--- src/rtl/doorbell_pkg.sv ---
// Package: shared constants and the register bank encoding for the doorbell
// controller. The bank index order is decoded from the address, so it is fixed.
package doorbell_pkg;

    localparam int unsigned BASE_OFF    = 4;   // byte offset of the first bank
    localparam int unsigned BANK_STRIDE = 32;  // bytes between banks
    localparam int unsigned REG_STRIDE  = 4;   // bytes between instances in a bank
    localparam int unsigned NUM_BANKS   = 6;

    typedef enum logic [2:0] {
        BK_PND_VAL = 3'd0,
        BK_PND_SET = 3'd1,
        BK_PND_CLR = 3'd2,
        BK_EN_VAL  = 3'd3,
        BK_EN_SET  = 3'd4,
        BK_EN_CLR  = 3'd5
    } bank_e;

endpackage

--- src/rtl/doorbell_decode.sv ---
// Module: doorbell_decode
// Purpose: turns a byte address into a bank code, an instance index and a hit
// flag. Misaligned addresses, addresses below the base, and addresses beyond
// the last bank or instance do not hit.
// Assumes: ADDR_W >= 8 and NUM_INST * REG_STRIDE <= BANK_STRIDE.
module doorbell_decode
    import doorbell_pkg::*;
#(
    parameter int unsigned ADDR_W   = 8,
    parameter int unsigned NUM_INST = 4
) (
    input  logic [ADDR_W-1:0]                                            addr_i,
    output logic                                                         hit_o,
    output bank_e                                                        bank_o,
    output logic [$clog2(BANK_STRIDE)-$clog2(REG_STRIDE)-1:0]            inst_o
);
    localparam int unsigned BANK_SH = $clog2(BANK_STRIDE);
    localparam int unsigned REG_SH  = $clog2(REG_STRIDE);
    localparam int unsigned IDX_W   = BANK_SH - REG_SH;
    localparam int unsigned BNK_W   = ADDR_W - BANK_SH;

    logic [ADDR_W-1:0] off;
    logic [BNK_W-1:0]  bank_raw;
    logic [IDX_W-1:0]  idx;
    logic              below, aligned;

    // Split the base-relative offset into bank, instance and byte fields.
    always_comb begin
        below    = addr_i < ADDR_W'(BASE_OFF);
        off      = addr_i - ADDR_W'(BASE_OFF);
        bank_raw = off[ADDR_W-1:BANK_SH];
        idx      = off[BANK_SH-1:REG_SH];
        aligned  = (off[REG_SH-1:0] == '0);
        hit_o    = !below && aligned && (bank_raw < BNK_W'(NUM_BANKS))
                   && (idx < IDX_W'(NUM_INST));
        bank_o   = bank_e'(bank_raw[2:0]);
        inst_o   = idx;
    end

endmodule

--- src/rtl/doorbell_chan_bank.sv ---
// Module: doorbell_chan_bank
// Purpose: the state of one instance. It holds the pending and enable words,
// each changed only through set and clear masks, plus the registered
// interrupt line and the combinational send-permitted word.
// Assumes: masks are zero when no write targets this instance. If set and
// clear hit the same bit at once, set wins.
module doorbell_chan_bank #(
    parameter int unsigned CH = 32
) (
    input  logic          clk,
    input  logic          rst_n,
    input  logic [CH-1:0] pnd_set_i,
    input  logic [CH-1:0] pnd_clr_i,
    input  logic [CH-1:0] en_set_i,
    input  logic [CH-1:0] en_clr_i,
    output logic [CH-1:0] pnd_o,
    output logic [CH-1:0] en_o,
    output logic          irq_o,
    output logic [CH-1:0] send_ok_o
);
    logic [CH-1:0] pnd_q, en_q;
    logic          irq_q;

    // Apply clear masks first, then set masks, to both words.
    always_ff @(posedge clk) begin
        if (!rst_n) begin
            pnd_q <= '0;
            en_q  <= '0;
        end else begin
            pnd_q <= (pnd_q & ~pnd_clr_i) | pnd_set_i;
            en_q  <= (en_q & ~en_clr_i) | en_set_i;
        end
    end

    // Register the interrupt from the current pending and enable words.
    always_ff @(posedge clk) begin
        if (!rst_n) irq_q <= 1'b0;
        else        irq_q <= |(pnd_q & en_q);
    end

    // Expose state and the per-channel send-permitted word.
    always_comb begin
        pnd_o     = pnd_q;
        en_o      = en_q;
        irq_o     = irq_q;
        send_ok_o = en_q & ~pnd_q;
    end

    // reset clears all state
    assert_reset_clears_R1: assert property (@(posedge clk)
        !rst_n |=> (pnd_q == '0 && en_q == '0 && !irq_q));

    // set bits land in the pending word
    assert_pnd_set_lands_R2: assert property (@(posedge clk) disable iff (!rst_n)
        (pnd_set_i != '0) |=> ((pnd_q & $past(pnd_set_i)) == $past(pnd_set_i)));

    // set bits land in the enable word
    assert_en_set_lands_R2: assert property (@(posedge clk) disable iff (!rst_n)
        (en_set_i != '0) |=> ((en_q & $past(en_set_i)) == $past(en_set_i)));

    // bits not named by a mask keep their value
    assert_untouched_hold_R2: assert property (@(posedge clk) disable iff (!rst_n)
        1'b1 |=> (((pnd_q ^ $past(pnd_q)) & ~$past(pnd_set_i | pnd_clr_i)) == '0));

    // cleared bits drop in the pending word
    assert_pnd_clr_lands_R3: assert property (@(posedge clk) disable iff (!rst_n)
        ((pnd_clr_i & ~pnd_set_i) != '0) |=> ((pnd_q & $past(pnd_clr_i & ~pnd_set_i)) == '0));

    // sustained pending-and-enabled state leaves the interrupt high
    assert_irq_sustained_R6: assert property (@(posedge clk) disable iff (!rst_n)
        ((pnd_q & en_q) != '0 && $past((pnd_q & en_q) != '0)) |-> irq_q);

endmodule

--- src/rtl/doorbell_mailbox.sv ---
// Module: doorbell_mailbox (top)
// Purpose: a memory-mapped doorbell controller with NUM_INST instances of CH
// channels each. It decodes single-cycle accesses into per-instance set and
// clear masks and answers each access one cycle later with ready and read data.
// Assumes: bus_sel is held for one cycle per access; every access completes.
module doorbell_mailbox
    import doorbell_pkg::*;
#(
    parameter int unsigned ADDR_W   = 8,
    parameter int unsigned NUM_INST = 4,
    parameter int unsigned CH       = 32
) (
    input  logic                   clk,
    input  logic                   rst_n,
    input  logic                   bus_sel,
    input  logic                   bus_we,
    input  logic [ADDR_W-1:0]      bus_addr,
    input  logic [CH-1:0]          bus_wdata,
    output logic [CH-1:0]          bus_rdata,
    output logic                   bus_ready,
    output logic [NUM_INST-1:0]    irq,
    output logic [NUM_INST*CH-1:0] send_ok
);
    localparam int unsigned IDX_W = $clog2(BANK_STRIDE) - $clog2(REG_STRIDE);

    logic             dec_hit;
    bank_e            dec_bank;
    logic [IDX_W-1:0] dec_inst;
    logic             wr_go;
    logic [CH-1:0]    pnd_w [NUM_INST];
    logic [CH-1:0]    en_w  [NUM_INST];
    logic [CH-1:0]    rd_val;
    logic [CH-1:0]    rdata_q;
    logic             ready_q;

    doorbell_decode #(.ADDR_W(ADDR_W), .NUM_INST(NUM_INST)) u_decode (
        .addr_i (bus_addr),
        .hit_o  (dec_hit),
        .bank_o (dec_bank),
        .inst_o (dec_inst)
    );

    // A write takes effect only when it hits a mapped register.
    always_comb wr_go = bus_sel && bus_we && dec_hit;

    for (genvar gi = 0; gi < NUM_INST; gi++) begin : g_inst
        logic          mine;
        logic [CH-1:0] m_pset, m_pclr, m_eset, m_eclr;

        // Steer write data into this instance's masks by bank code.
        always_comb begin
            mine   = wr_go && (dec_inst == IDX_W'(gi));
            m_pset = (mine && dec_bank == BK_PND_SET) ? bus_wdata : '0;
            m_pclr = (mine && dec_bank == BK_PND_CLR) ? bus_wdata : '0;
            m_eset = (mine && dec_bank == BK_EN_SET)  ? bus_wdata : '0;
            m_eclr = (mine && dec_bank == BK_EN_CLR)  ? bus_wdata : '0;
        end

        doorbell_chan_bank #(.CH(CH)) u_bank (
            .clk       (clk),
            .rst_n     (rst_n),
            .pnd_set_i (m_pset),
            .pnd_clr_i (m_pclr),
            .en_set_i  (m_eset),
            .en_clr_i  (m_eclr),
            .pnd_o     (pnd_w[gi]),
            .en_o      (en_w[gi]),
            .irq_o     (irq[gi]),
            .send_ok_o (send_ok[gi*CH +: CH])
        );
    end

    // Select read data; only the value banks return state.
    always_comb begin
        rd_val = '0;
        for (int i = 0; i < NUM_INST; i++) begin
            if (dec_hit && dec_inst == IDX_W'(i)) begin
                if (dec_bank == BK_PND_VAL)     rd_val = pnd_w[i];
                else if (dec_bank == BK_EN_VAL) rd_val = en_w[i];
            end
        end
    end

    // Register the response: ready for every access, data only for reads.
    always_ff @(posedge clk) begin
        if (!rst_n) begin
            ready_q <= 1'b0;
            rdata_q <= '0;
        end else begin
            ready_q <= bus_sel;
            rdata_q <= (bus_sel && !bus_we) ? rd_val : '0;
        end
    end

    always_comb begin
        bus_ready = ready_q;
        bus_rdata = rdata_q;
    end

    // every access is answered in the next cycle
    assert_access_answered_R8: assert property (@(posedge clk) disable iff (!rst_n)
        bus_sel |=> bus_ready);

    // no access means a quiet response
    assert_idle_quiet_R8: assert property (@(posedge clk) disable iff (!rst_n)
        !bus_sel |=> (!bus_ready && bus_rdata == '0));

    // writes never return data
    assert_write_no_data_R5: assert property (@(posedge clk) disable iff (!rst_n)
        (bus_sel && bus_we) |=> (bus_rdata == '0));

    // unmapped reads return zero
    assert_unmapped_zero_R5: assert property (@(posedge clk) disable iff (!rst_n)
        (bus_sel && !bus_we && !dec_hit) |=> (bus_rdata == '0));

endmodule

--- config.mk ---
export PLATFORM = sky130hd
export DESIGN_NAME = doorbell_mailbox
export DESIGN_NICKNAME = d
export VERILOG_FILES = /design/src/rtl/doorbell_pkg.sv /design/src/rtl/doorbell_decode.sv /design/src/rtl/doorbell_chan_bank.sv /design/src/rtl/doorbell_mailbox.sv
export SDC_FILE = /design/constraint.sdc
export NUM_CORES = 1
export LEC_CHECK = 0
export ABC_CLOCK_PERIOD_IN_PS = 3200
export BUFFER_PORTS_ARGS = -buffer_cell sky130_fd_sc_hd__buf_2
export CAP_MARGIN = 20
export CORE_UTILIZATION = 25
export DETAILED_ROUTE_END_ITERATION = 6
export GPL_ROUTABILITY_DRIVEN = 0
export PLACE_DENSITY = 0.53
export SLEW_MARGIN = 20
export SYNTH_ARGS = -nofsm -noshare
export SYNTH_HDL_FRONTEND = slang
export SYNTH_HIERARCHICAL = 1
export SYNTH_SLANG_ARGS = --single-unit
--- constraint.sdc ---
create_clock -name clk -period 3.2 [get_ports clk]
set_input_delay 0.64 -clock clk [delete_from_list [all_inputs] [get_ports clk]]
set_output_delay 0.64 -clock clk [all_outputs]
set_load 0.1 [all_outputs]
==> results by group, run 1 <==
Setup path
  • Crit-path max cell delay: 0.59 ns
  • Worst setup EP type: flop
  • Cell depth of the worst flop-to-flop path: 6
  • Worst path required time: 3.68 ns
  • Critical path fanouts, max: 11
  • Worst R2R Start: g_inst[0].u_bank/en_o[19]
  • FF-to-FF End: bus_rdata[19]
  • Worst path cell trace: buf_2, or4_4, nor2_2, xor2_1, or3_4, buf_4, o22ai_2, nor2_1, buf_4, nor4_1, buf_4
  • Slowest stage cell, crit path: nor4_1
  • Crit path kind: primary input to flop
  • R2R Setup Slk: 1.45 ns
  • Crit path DAT: 3.31 ns
  • Worst Setup Start Kind: primary input
  • Most used cell, CP: buf_4

Route
  • Iteration-0 DRC Markers: 1163
  • Drt first pass iters: 5
  • DRC viols: 0
  • Final wirelength: 68200 um
  • Vias after detailed routing: 14900
  • Detail Route Antenna Nets: 0
  • Avg WL per Cell: 22.5 um
  • Vias per inst: 4.92

Die
  • Die X: 263 um
  • # IOs: 209
  • Core Region: 67400 um^2
  • Num rows: 95
  • Initial core utilization: 0.254
  • Die area: 69400 um^2
  • Die span in y: 263 um

Logic synthesis
  • Synth Register Bits: 293
  • Ys flop type: dfxtp_1
  • Most common cell in the netlist: and2_1
  • Area leader, netlist: dfxtp_1
  • Sequential-to-total area share from yosys stat: 0.343
  • Synth Warn #: 6
  • Post-synth ARST share: 0
  • Top cells by count, synth: and2_1 (512), nor2b_1 (373), dfxtp_1 (293), o21a_1 (256), clkbuf_1 (77)
  • Synth top area share: 0.343
  • Yosys cell types: 43
  • Number of flops mapped to enable cells by yosys: 0
  • Net Count, Synth: 2005
  • Syn Std Cell Area: 17100 um^2
  • Avg Cell Area, Syn: 8.72 um^2
  • Area contributors post-synth: dfxtp_1 (34%), and2_1 (19%), nor2b_1 (14%)
  • Syn Inst Count: 1960

Cells and area
  • Synth-to-Final Area Change: 19.8%
  • # fillers: 7032
  • Share of layout cells above drive strength 1: 0.177
  • Nets: 2163
  • Post-Layout Cell Count: 3029

Worst hold path
  • Hold path startpoint: bus_sel
  • WHS Endpoint: bus_ready
  • Worst min-delay path class: primary input to flop
  • Hold depth: 3

STA
  • RSZ-0062 raised after global routing: no
  • Number of hold violations in the final report: 0
  • Setup violators final: 0
  • Total negative slack: 0 ns
  • Clk_skew: 0.0255 ns
  • Fmax: 353 MHz
  • Crit share post-route: 0.885
  • Slew HR: 0.485
  • Max Slew Vio Count: 0
  • Crit path setup slack, layout: 0.370 ns
  • Worst slew pin tran: 0.773 ns
  • Min Tclk post-route: 2.83 ns
  • Hold slack: 0.311 ns

Pwr
  • Worst vdd ir: 0.287 mV
  • Power Density: 409 nW/um^2
  • Power Total: 8.38 mW
  • Static leakage: 9.03 nW

CTS
  • H-tree Lvls: 2
  • Post_cts resized: 0
  • CTS sink count: 293
  • Post-CTS Hold Buffers: 0
  • Postcts setup bufs: 0
  • Clock latency at the later pin of the worst-skew pair: 0.56 ns
  • Total CTS buffers: 38
  • CTS tree: built
  • Worst-case clock buffer depth: 3
  • CTS Root Cell: clkbuf_16
  • Clk slew on worst S/H paths: 0.06 ns

GRT
  • Largest net degree at the start of global routing: 150
  • Vias in the first global route: 14900
  • Global-route wire length before repair: 100000 um
  • Total track usage: 0.191
  • M2 GR Usage: 0.312
  • Total grt overflow: 0
  • Met3 Usage GRT: 0.0286
  • Met1 Use GR: 0.261
  • Grt peak-use layer: met2
  • Initial antenna violation count: 8

Place
  • DP Worst Slack: -0.141 ns
  • Hpwl dp: 47600 um
  • Port bufs: 208
  • Post-placement cell count: 2951

Flow run
  • Maxcap violations: 0

Run status
  • Status: finished, final reports clean
-- how the worst max path moves through the flow --
stage | from | end | slack, ns | cells after the start
floorplan | bus_addr[2] | g_inst[0].u_bank/en_o[10] | 0.40 | 11
global placement | bus_addr[5] | bus_rdata[19] | -0.13 | 11
detailed placement | bus_addr[5] | bus_rdata[19] | -0.14 | 11
CTS | bus_addr[5] | bus_rdata[19] | 0.42 | 11
global route | bus_addr[2] | bus_rdata[19] | 0.19 | 10
finish | bus_addr[5] | bus_rdata[19] | 0.37 | 11
-- cell families after synthesis --
| group | after synthesis | synth area share |
|---|---|---|
| simple gates | 1019 | 0.369 |
| compound gates | 424 | 0.202 |
| flops | 293 | 0.343 |
| buf+inv | 156 | 0.0461 |
| mux | 64 | 0.0375 |
| xor+xnor | 3 | 0.00154 |
| fa+ha+maj | 1 | 0.000732 |
-- where the power goes --
group | switching (mW) | internal, mW | leakage (nW) | total (mW)
Clock | 1.73 | 2.50 | 0.592 | 4.23
Combinational | 0.364 | 0.135 | 6.08 | 0.498
Sequential | 0.00200 | 3.65 | 2.36 | 3.65
Total | 2.10 | 6.28 | 9.03 | 8.38
-- layout by cell type (no fill, tap or decap), types with 2 or more instances in the layout --
cell type  Yosys  routed
and2_1       512     512
nor2b_1      373     373
dfxtp_1      293     293
o21a_1       256     256
buf_2         39     207
mux2i_1       64      64
a221oi_1      62      62
a22oi_1       56      56
nor2_1        47      43
clkbuf_16      0      39
buf_4          3      37
nor4_1        31      31
o22ai_2       29      29
buf_12         0      25
nand4_1       16      16
diode_2        0      12
and2b_1       12      12
clkbuf_1      77      10
nor2_2         5       9
clkbuf_8       0       8
a22oi_2        8       8
clkinv_2       0       7
nand3b_1       5       5
nand2_1        5       5
o41a_1         4       4
o22ai_1        3       3
inv_1          4       3
nand3_1        2       2
or3b_1         2       2
and3_1         2       2
a21oi_1        2       2
xor2_1         2       2
-- registers in the layout, summed over array words and instances, names as in the netlist --
name and count:
bus_rdata 32, g_inst.u_bank/pnd_o 128, bus_ready 1, g_inst.u_bank/irq_o 4, g_inst.u_bank/en_o 128
-- worst max-delay path: cells and delay by family --
kind	cells	cell delay [ns]
and+or+nand+nor	5	1.76
xor gates and xnor gates	1	0.10
buffers and inverters	4	0.70
AOI/OAI and AO/OA	1	0.09
-- per-layer routing --
metal	vias to the layer above	wire (um)	part of all wire
met4	0	1780	0.026
met1	7362	31100	0.46
met2	461	31600	0.46
met5	-	0	0
met3	87	3680	0.054
li1	6979	-	-
-- area by class of cell --
class | count | area (um^2) | area share
tap | 873 | 1090 | 0.0533
inverter | 4 | 16.3 | 0.000794
sequential | 293 | 5870 | 0.286
timing repair buffer | 270 | 1830 | 0.0891
clock inverter | 9 | 76.3 | 0.00373
clock buffer | 57 | 1120 | 0.0549
antenna | 12 | 30.0 | 0.00147
multi-input combinational | 1511 | 10400 | 0.510
-- through the flow --
step | utilization | cell area [um^2]
2_1_floorplan | - | 17100
3_3_place_gp | 0.286 | 19200
3_5_place_dp | 0.286 | 19200
4_1_cts | 0.303 | 20400
5_1_grt | 0.303 | 20400
6_report | 0.304 | 20500
(Power assumes the default switching activity.)
==> inputs of run 2 (changes only) <==
Settings changed: SYNTH_HIERARCHICAL 1 to default.
==> run 2 against run 1 <==
The run now ends with design-rule violations left. First-iteration DRC count grew 85%. Critical path depth shrank 9. Non-clock buffer count shrank 21. Routed wire length grew 0.90%. Worst hold slack gained 0.026 ns. Area after synthesis shrank 18%. Synthesized cell count shrank 18%. Global-route usage grew 4.2 points. Count of clock-buffer cells in the layout shrank 6. Clock power shrank 2%. Fmax grew 11%. Cell count shrank 17%. Highest routed layer is now met5.
==> results by group, run 2 <==
Worst hold path
  • Hold depth: 2 (was 3)
  • Worst min-delay path class: primary input to flop (unchanged)

Cells and area
  • Nets: 1769 (was 2163)
  • Most frequent cells in the layout: dfxtp_1 (293), buf_2 (207), nand2_1 (195) (was and2_1 (512), nor2b_1 (373), dfxtp_1 (293))
  • # fillers: 5858 (was 7032)
  • Area of the multi-input gates: 7430 um^2 (was 10400 um^2)
  • Synth-to-Final Area Change: 21.2% (was 19.8%)
  • FF/Latch Area: 5870 um^2 (unchanged)
  • Final design area excluding fillers: 16900 um^2 (was 20500 um^2)
  • Share of layout cells above drive strength 1: 0.183 (was 0.177)
  • Commonest non-fill, non-tap cell in the layout: dfxtp_1 (was and2_1)

Setup path
  • Critical path fanouts, max: 4 (was 11)
  • Worst setup EP type: output port (was flop)
  • Slowest stage cell, crit path: buf_2 (was nor4_1)
  • Worst path required time: 2.56 ns (was 3.68 ns)
  • Worst Setup Start Kind: flop (was primary input)
  • Worst path cell trace: nor2b_1, buf_2 (was buf_2, or4_4, nor2_2, xor2_1, or3_4, buf_4, o22ai_2, nor2_1, buf_4, nor4_1, buf_4)
  • Crit path kind: flop to output port (was primary input to flop)
  • Crit path DAT: 1.92 ns (was 3.31 ns)
  • Crit-path max cell delay: 0.52 ns (was 0.59 ns)
  • Cell depth of the worst flop-to-flop path: 4 (was 6)

STA
  • Crit path setup slack, layout: 0.643 ns (was 0.370 ns)
  • Clk_skew: 0.0211 ns (was 0.0255 ns)
  • Worst slew pin tran: 0.673 ns (was 0.773 ns)
  • Number of hold violations in the final report: 0 (unchanged)
  • Hold slack: 0.336 ns (was 0.311 ns)
  • Max Slew Vio Count: 0 (unchanged)
  • Slew HR: 0.548 (was 0.485)
  • Crit share post-route: 0.799 (was 0.885)
  • RSZ-0062 raised after global routing: no (unchanged)
  • Total negative slack: 0 ns (unchanged)
  • Min Tclk post-route: 2.56 ns (was 2.83 ns)
  • Setup violators final: 0 (unchanged)
  • Fmax: 391 MHz (was 353 MHz)

Logic synthesis
  • Most common cell in the netlist: dfxtp_1 (was and2_1)
  • Number of flops mapped to enable cells by yosys: 0 (unchanged)
  • Area contributors post-synth: dfxtp_1 (42%), a32o_1 (9.0%), a22oi_1 (8.5%) (was dfxtp_1 (34%), and2_1 (19%), nor2b_1 (14%))
  • Post-synth ARST share: 0 (unchanged)
  • Ys flop type: dfxtp_1 (unchanged)
  • Top cells by count, synth: dfxtp_1 (293), nand2_1 (195), a22oi_1 (158), clkbuf_1 (141), nor2b_1 (132) (was and2_1 (512), nor2b_1 (373), dfxtp_1 (293), o21a_1 (256), clkbuf_1 (77))
  • Area leader, netlist: dfxtp_1 (unchanged)
  • Sequential-to-total area share from yosys stat: 0.421 (was 0.343)
  • Net Count, Synth: 1659 (was 2005)
  • Syn Std Cell Area: 13900 um^2 (was 17100 um^2)
  • Yosys cell types: 46 (was 43)
  • Synth Register Bits: 293 (unchanged)
  • Avg Cell Area, Syn: 8.63 um^2 (was 8.72 um^2)
  • Synth Warn #: 0 (was 6)
  • Synth top area share: 0.421 (was 0.343)
  • Syn Inst Count: 1615 (was 1960)

Place
  • Hpwl dp: 48500 um (was 47600 um)
  • Port bufs: 208 (unchanged)
  • DP Worst Slack: 0.438 ns (was -0.141 ns)
  • Post-DP Area: 15700 um^2 (was 19200 um^2)

Die
  • Core Region: 55100 um^2 (was 67400 um^2)
  • Die area: 56700 um^2 (was 69400 um^2)
  • Initial core utilization: 0.253 (was 0.254)
  • Num rows: 86 (was 95)
  • Die span in y: 238 um (was 263 um)
  • # IOs: 209 (unchanged)
  • Die X: 238 um (was 263 um)

Pwr
  • Worst vdd ir: 0.288 mV (was 0.287 mV)
  • Combinational Power Share: 0.055 (was 0.059)
  • Sw frac: 0.246 (was 0.250)
  • Net Sw Power: 2.02 mW (was 2.10 mW)
  • Sequential power share: 0.444 (was 0.436)
  • Clk pwr share: 0.502 (was 0.505)
  • Static leakage: 6.32 nW (was 9.03 nW)
  • Int Pwr: 6.21 mW (was 6.28 mW)
  • Power Density: 487 nW/um^2 (was 409 nW/um^2)

Route
  • Detail Route Antenna Nets: 0 (unchanged)
  • Drt first pass iters: 7 (was 5)
  • Final wirelength: 68800 um (was 68200 um)
  • DRC viols: 7 (was 0)
  • Iteration-0 DRC Markers: 2155 (was 1163)
  • Vias after detailed routing: 14500 (was 14900)
  • Avg WL per Cell: 27.5 um (was 22.5 um)
  • Vias per inst: 5.79 (was 4.92)

CTS
  • Worst-case clock buffer depth: 3 (unchanged)
  • Total CTS buffers: 34 (was 38)
  • CTS tree: built (unchanged)
  • Clock latency at the later pin of the worst-skew pair: 0.55 ns (was 0.56 ns)
  • Postcts setup bufs: 0 (unchanged)
  • H-tree Lvls: 2 (unchanged)
  • Post-CTS Hold Buffers: 0 (unchanged)
  • Clk slew on worst S/H paths: 0.07 ns (was 0.06 ns)
  • CTS sink count: 293 (unchanged)
  • CTS Root Cell: clkbuf_16 (unchanged)
  • Post_cts resized: 0 (unchanged)

GRT
  • Global-route wire length before repair: 96100 um (was 100000 um)
  • Initial antenna violation count: 8 (unchanged)
  • Vias in the first global route: 13300 (was 14900)
  • Total grt overflow: 0 (unchanged)
  • Total track usage: 0.233 (was 0.191)
  • Largest net degree at the start of global routing: 111 (was 150)

Run status
  • Failing checks: design-rule violations
  • Status: finished, violations left (was finished, final reports clean)

Flow run
  • Maxcap violations: 0 (unchanged)
## run 2: cell types whose count changed after synthesis, sizes merged, moves of 63 or more
cell / previous run / this run
nor2b: 373 / 132
and2: 512 / 3
o21ai: 0 / 101
mux2i: 64 / 1
a32o: 0 / 125
nand2: 5 / 195
o21a: 256 / 0
o211ai: 0 / 97
a22oi: 64 / 158
## run 2: per-stage QoR
step / power, mW / cells / utilization
after floorplan: 4.00 / 1615 / -
after global placement: 4.16 / 2437 / 0.286
after detailed placement: 4.17 / 2437 / 0.286
after CTS: 8.26 / 2499 / 0.307
after global routing: 8.43 / 2499 / 0.307
final: 8.23 / 2501 / 0.307
## run 2: routing by layer
layer | GRT usage | part of all wire | vias to the layer above
met3 | 0.0552 | 0.099 | 113
met1 | 0.305 | 0.40 | 7133
met4 | 0.0909 | 0.038 | 10
li1 | - | - | 6383
met2 | 0.369 | 0.46 | 849
met5 | 0 | 0.00092 | -
## run 2: final timing paths
kind                             startpoint                   endpoint  slack [ns]
setup / recovery   g_inst[2].u_bank.en_o[2]                send_ok[66]        0.64
hold / removal                      bus_sel                  bus_ready        0.34
setup reg to reg  g_inst[0].u_bank.pnd_o[8]     g_inst[0].u_bank.irq_o        1.63
hold reg to reg   g_inst[3].u_bank.en_o[31]  g_inst[3].u_bank.en_o[31]        0.53
## run 2: area by class of cell
cell class,count,area share
Antenna cell,2,0.000296
Clock buffer,51,0.0608
Clock inverter,11,0.00770
Inverter,2,0.000444
Multi-Input combinational cell,1145,0.439
Sequential cell,293,0.347
Tap cell,748,0.0554
Timing Repair Buffer,249,0.0890
## run 2: logic make-up after synthesis
group / synth area share
AND/OR/NAND/NOR: 0.168
multiplexers: 0.000718
buffers and inverters: 0.0512
AO/OA/AOI/OAI: 0.359
flip-flops: 0.421
## run 2: power groups by stage
stage	Clock (mW)	Sequential (mW)	Combinational, mW
6_report	4.13	3.65	0.451
5_1_grt	4.31	3.65	0.471
2_1_floorplan	0	3.74	0.256
3_5_place_dp	0	3.73	0.438
3_3_place_gp	0	3.73	0.429
4_1_cts	4.16	3.65	0.439
## run 2: worst max-delay path, delay by kind of cell (launching register included)
family / cells / cell delay [ns]
buffers and inverters: 1 / 0.52
DFF: 1 / 0.37
and+or+nand+nor: 1 / 0.47
